### config.mk
export PLATFORM = sky130hd
export DESIGN_NAME = dbg_halt_ctrl
export DESIGN_NICKNAME = d
export VERILOG_FILES = /design/src/rtl/dbg_halt_pkg.sv /design/src/rtl/dbg_pc_cmp.sv /design/src/rtl/dbg_trig_combine.sv /design/src/rtl/dbg_halt_seq.sv /design/src/rtl/dbg_halt_ctrl.sv
export SDC_FILE = /design/constraint.sdc
export NUM_CORES = 1
export LEC_CHECK = 0
export ABC_AREA = 1
export BUFFER_PORTS_ARGS = -buffer_cell sky130_fd_sc_hd__buf_2
export CAP_MARGIN = 0
export CELL_PAD_IN_SITES_DETAIL_PLACEMENT = 0
export CELL_PAD_IN_SITES_GLOBAL_PLACEMENT = 1
export CORE_MARGIN = 2
export CORE_UTILIZATION = 46
export DETAILED_ROUTE_END_ITERATION = 12
export PLACE_DENSITY_LB_ADDON = 0.1
export SYNTH_ARGS = -nofsm -noshare
export SYNTH_HDL_FRONTEND = slang
export SYNTH_SLANG_ARGS = --single-unit
### constraint.sdc
create_clock -name clk -period 3.5 [get_ports clk]
set_input_delay 0.175 -clock clk [delete_from_list [all_inputs] [get_ports clk]]
set_output_delay 0.175 -clock clk [all_outputs]
set_load 0.005 [all_outputs]
### src/rtl/dbg_halt_pkg.sv
package dbg_halt_pkg;
  localparam int unsigned CTRL_ADDR = 0;
  localparam int unsigned BKD_BIT   = 0;
  localparam int unsigned OR_BIT    = 1;
  localparam int unsigned EN_LSB    = 8;
  localparam logic [3:0]  PST_HALT  = 4'hF;
  localparam logic [3:0]  REV_CODE  = 4'h9;

  typedef struct packed {
    logic bkd;
    logic or_mode;
  } dbg_mode_t;
endpackage

### src/rtl/dbg_pc_cmp.sv
module dbg_pc_cmp #(
  parameter int unsigned PC_W = 32
) (
  input  logic            clk,
  input  logic            rst_n,
  input  logic            load_i,
  input  logic [PC_W-1:0] load_val_i,
  input  logic            en_i,
  input  logic [PC_W-1:0] pc_i,
  output logic            hit_o
);
  logic [PC_W-1:0] bp_q;

  always_ff @(posedge clk or negedge rst_n) begin
    if (!rst_n)      bp_q <= '0;
    else if (load_i) bp_q <= load_val_i;
  end

  assign hit_o = en_i && (pc_i == bp_q);
endmodule

### src/rtl/dbg_trig_combine.sv
module dbg_trig_combine #(
  parameter int unsigned N_CMP = 4
) (
  input  logic             clk,
  input  logic             rst_n,
  input  logic [N_CMP-1:0] hits_i,
  input  logic             trig2_i,
  input  logic             or_mode_i,
  input  logic             clr_i,
  output logic             fire_o
);
  logic lvl1_q, lvl2_q;

  always_ff @(posedge clk or negedge rst_n) begin
    if (!rst_n) begin
      lvl1_q <= 1'b0;
      lvl2_q <= 1'b0;
    end else if (clr_i) begin
      lvl1_q <= 1'b0;
      lvl2_q <= 1'b0;
    end else begin
      lvl1_q <= lvl1_q | (|hits_i);
      lvl2_q <= lvl2_q | trig2_i;
    end
  end

  assign fire_o = or_mode_i ? (lvl1_q | lvl2_q) : (lvl1_q & lvl2_q);
endmodule

### src/rtl/dbg_halt_seq.sv
module dbg_halt_seq
  import dbg_halt_pkg::*;
(
  input  logic       clk,
  input  logic       rst_n,
  input  logic       brk_req_i,
  input  logic       insn_done_i,
  input  logic       go_i,
  input  logic       bkd_i,
  input  logic       trig_fire_i,
  input  logic [3:0] core_pst_i,
  output logic       take_halt_o,
  output logic       halted_o,
  output logic       irq_o,
  output logic [3:0] pst_o
);
  logic halted_q, irq_q, pend_q;
  logic serve;

  assign serve       = insn_done_i && !halted_q;
  assign take_halt_o = serve && ((pend_q && !bkd_i) || trig_fire_i);

  always_ff @(posedge clk or negedge rst_n) begin
    if (!rst_n) begin
      halted_q <= 1'b0;
      irq_q    <= 1'b0;
      pend_q   <= 1'b0;
    end else begin
      irq_q  <= serve && pend_q && bkd_i;
      pend_q <= brk_req_i || (pend_q && !serve);
      if (halted_q) halted_q <= !go_i;
      else          halted_q <= take_halt_o;
    end
  end

  assign halted_o = halted_q;
  assign irq_o    = irq_q;
  assign pst_o    = halted_q ? PST_HALT : core_pst_i;
endmodule

### src/rtl/dbg_halt_ctrl.sv
module dbg_halt_ctrl
  import dbg_halt_pkg::*;
#(
  parameter int unsigned N_CMP  = 4,
  parameter int unsigned PC_W   = 32,
  parameter int unsigned ADDR_W = 3
) (
  input  logic              clk,
  input  logic              rst_n,
  input  logic              brk_req_i,
  input  logic              trig2_i,
  input  logic              go_i,
  input  logic              insn_done_i,
  input  logic [PC_W-1:0]   pc_i,
  input  logic [3:0]        core_pst_i,
  input  logic              wr_valid_i,
  output logic              wr_ready_o,
  input  logic [ADDR_W-1:0] wr_addr_i,
  input  logic [31:0]       wr_data_i,
  output logic              halted_o,
  output logic              dbg_irq_o,
  output logic [3:0]        pst_o,
  output logic [3:0]        rev_o
);
  localparam int unsigned LOAD_W = (PC_W < 32) ? PC_W : 32;

  dbg_mode_t        mode_q;
  logic [N_CMP-1:0] en_q;
  logic [N_CMP-1:0] hits;
  logic             fire, take_halt, ctrl_wr;

  assign wr_ready_o = 1'b1;
  assign rev_o      = REV_CODE;
  assign ctrl_wr    = wr_valid_i && (wr_addr_i == ADDR_W'(CTRL_ADDR));

  always_ff @(posedge clk or negedge rst_n) begin
    if (!rst_n) begin
      mode_q <= '0;
      en_q   <= '0;
    end else if (ctrl_wr) begin
      mode_q.bkd     <= wr_data_i[BKD_BIT];
      mode_q.or_mode <= wr_data_i[OR_BIT];
      en_q           <= wr_data_i[EN_LSB +: N_CMP];
    end
  end

  for (genvar g = 0; g < N_CMP; g++) begin : g_cmp
    logic            load;
    logic [PC_W-1:0] val;
    assign load = wr_valid_i && (wr_addr_i == ADDR_W'(g + 1));
    assign val  = PC_W'(wr_data_i[LOAD_W-1:0]);
    dbg_pc_cmp #(.PC_W(PC_W)) i_cmp (
      .clk(clk), .rst_n(rst_n), .load_i(load), .load_val_i(val),
      .en_i(en_q[g]), .pc_i(pc_i), .hit_o(hits[g])
    );
  end

  dbg_trig_combine #(.N_CMP(N_CMP)) i_comb (
    .clk(clk), .rst_n(rst_n), .hits_i(hits), .trig2_i(trig2_i),
    .or_mode_i(mode_q.or_mode), .clr_i(take_halt), .fire_o(fire)
  );

  dbg_halt_seq i_seq (
    .clk(clk), .rst_n(rst_n), .brk_req_i(brk_req_i),
    .insn_done_i(insn_done_i), .go_i(go_i), .bkd_i(mode_q.bkd),
    .trig_fire_i(fire), .core_pst_i(core_pst_i), .take_halt_o(take_halt),
    .halted_o(halted_o), .irq_o(dbg_irq_o), .pst_o(pst_o)
  );
endmodule

==> impl_metrics.tcl <==
set metrics [dict create \
    irDropWorstVdd_mv 0.353 \
    first_pass_iters 5 \
    wire_per_inst_um 16.6 \
    clock-root-buffer "clkbuf_16" \
    grt.total_usage 0.274 \
    finalSetupTns_ps 0 \
    max_freq_mhz 620 \
    grt_pass1_wl_um 33500 \
    viasPerCell 4.80 \
    status "complete, no violations" \
    end_kind "flop" \
    final_critical_path_setup_slack_ps 1890 \
    die_area_um2 16800 \
    pin_count 89 \
    powerDensity_nw_per_um2 602 \
    place_ws_ps 1570 \
    yosysSeqAreaShare 0.478 \
    ys_ff_latch 139 \
    start_kind "flop" \
    io_buffers 83 \
    synth.distinct_cells 32 \
    core_um2 15300 \
    rows 45 \
    reg2reg_from "g_cmp[0].i_cmp.bp_q[12]" \
    drive_above_1_share 0.149 \
    design_area_um2 8570 \
    n_antenna_cell 0 \
    place_area_um2 7880 \
    setup_viol 0 \
    grt_remaining_overflow 0 \
    dieHeight_um 130 \
    cts.path.max_buffers 2 \
    grt_pass1_vias 5829 \
    drv_slew 0 \
    avgSynthCellArea_um2 7.26 \
    worst_pin_slew_ps 825 \
    final_cell_mix "nand2_1, dfrtp_1, o21ai_1" \
    fin_crit_sh 0.461 \
    cts_tree "built" \
    final_antenna_net_count 0 \
    first_iter_violations 501 \
    start_util 0.475 \
    die_x_um 130 \
    final_hold_viol_count 0 \
    area_growth_pct 17.7 \
    relSlewSlack 0.447 \
    place_congestion 0.874 \
    clock-sinks 139 \
    fin_skew_ps 4.51 \
    antenna_found_initial 0 \
    worstHoldStart "insn_done_i" \
    dpl.hpwl_um 16300 \
    grt_start_max_net_pins 83 \
    crit_arrival_ps 1970 \
    drc 0 \
    required_ps 3860 \
    power.leakage_nw 4.50 \
    routed_wl_um 21700 \
    clk_pin_slew_ps 60 \
    maxCapViolCount 0 \
    path_max_fanout 2 \
    via_count 6279 \
    rsz0062_at_grt "false" \
    htreeDepth 4 \
    path_class "flop to flop" \
    synthCells 1003 \
    crit_path_start "g_cmp[0].i_cmp.bp_q[12]" \
    period_minus_slack_ps 1610 \
    insertion_delay_ps 420 \
    final_common_cell "nand2_1" \
    synth_warnings 0 \
    cts_buffers 17 \
    p_total_mw 5.16 \
    hold_path.class "primary input to flop" \
    nNetsFinal 1163 \
    synth_area_um2 7280 \
]
[Yosys cell counts]
master	n	share of area
nor3_1	3	0.0021
a21o_1	1	0.0010
o221ai_1	1	0.0012
clkbuf_1	24	0.012
nand3b_2	2	0.0031
buf_4	7	0.0072
xor2_1	6	0.0072
o21ai_0	22	0.015
a22oi_2	1	0.0017
nor2_1	48	0.025
or2_0	4	0.0034
or2_1	8	0.0069
buf_1	1	0.00052
a21boi_1	2	0.0021
nand4_1	16	0.014
o21ai_1	126	0.087
or2_2	4	0.0034
conb_1	2	0.0010
inv_1	122	0.063
nor2_2	3	0.0026
xnor2_1	20	0.024
nand2_1	373	0.19
dfrtp_1	139	0.48
o21bai_1	3	0.0031
nand3_1	10	0.0069
inv_2	30	0.015
o22ai_1	9	0.0077
nor2_4	2	0.0031
nand3_2	2	0.0028
clkinv_1	9	0.0046
a21oi_1	2	0.0014
nor3_2	1	0.0014
[metal layers]
metal,global-route usage,vias up,routed length [um]
li1,-,3246,-
met1,0.391,2840,10200
met2,0.411,169,9640
met3,0.0660,24,1420
met4,0.0930,0,478
met5,0,-,0
[final timing paths]
check,to,slack (ps),depth (start not counted)
hold / removal,i_seq.irq_o,30,3
min in group asynchronous,g_cmp[2].i_cmp.bp_q[18],360,2
setup reg to reg,i_comb.lvl1_q,1890,7
hold reg to reg,g_cmp[3].i_cmp.bp_q[29],490,2
max in group asynchronous,g_cmp[0].i_cmp.bp_q[14],2350,3
setup / recovery,i_comb.lvl1_q,1890,7
[logic make-up (layout without fill, tap and decap cells)]
family          count (synthesis)  count (layout)  share of synthesized area
simple gates                  476             476                      0.267
buf+inv                       193             285                      0.103
other cells                     2               5                    0.00103
compound gates                167             167                      0.120
flops                         139             139                      0.478
xor+xnor                       26              26                     0.0313
[report_power, final]
part	switching, mW	total, mW	internal [mW]
clock network	0.717	2.02	1.30
registers	0.237	2.15	1.91
logic	0.604	1.00	0.396
total	1.56	5.16	3.60
[stage by stage]
step	hold WS, ps	instances	util
3_3_place_gp	285	1273	0.514
4_1_cts	14.9	1309	0.559
5_1_grt	42.4	1309	0.559
6_report	27.7	1309	0.559
2_1_floorplan	-121	1006	-
3_5_place_dp	275	1273	0.514
[state kept, by name, indices dropped and copies added, names as in the netlist]
signal,cells
g_cmp.i_cmp.bp_q,128
en_q,4
mode_q,2
i_comb.lvl1_q,1
i_comb.lvl2_q,1
i_seq.halted_o,1
i_seq.irq_o,1
i_seq.pend_q,1
[final cells by class]
cell class | count | area, um2
Fill cell | 1541 | 6750
Sequential cell | 139 | 3480
Multi-Input combinational cell | 674 | 3060
Inverter | 161 | 604
Timing Repair Buffer | 92 | 512
Clock buffer | 20 | 457
Tap cell | 211 | 264
Clock inverter | 12 | 194
[timing repair]
action / 4_1_cts / 5_1_grt
gates resized for setup: 0 / 0
hold buffers: 4 / 0
endpoints found under the hold margin: 84 / 0
buffers inserted: 0 / 0
[worst max-delay path, cell delays in order (launching register included)]
cell and delay [ps]:
dfrtp_1 380, xnor2_1 460, nand4_1 180, nor2_2 210, nand3_1 90, nand3_1 100, nor2_1 50, nor2_1 70
(Power assumes the default switching activity.)
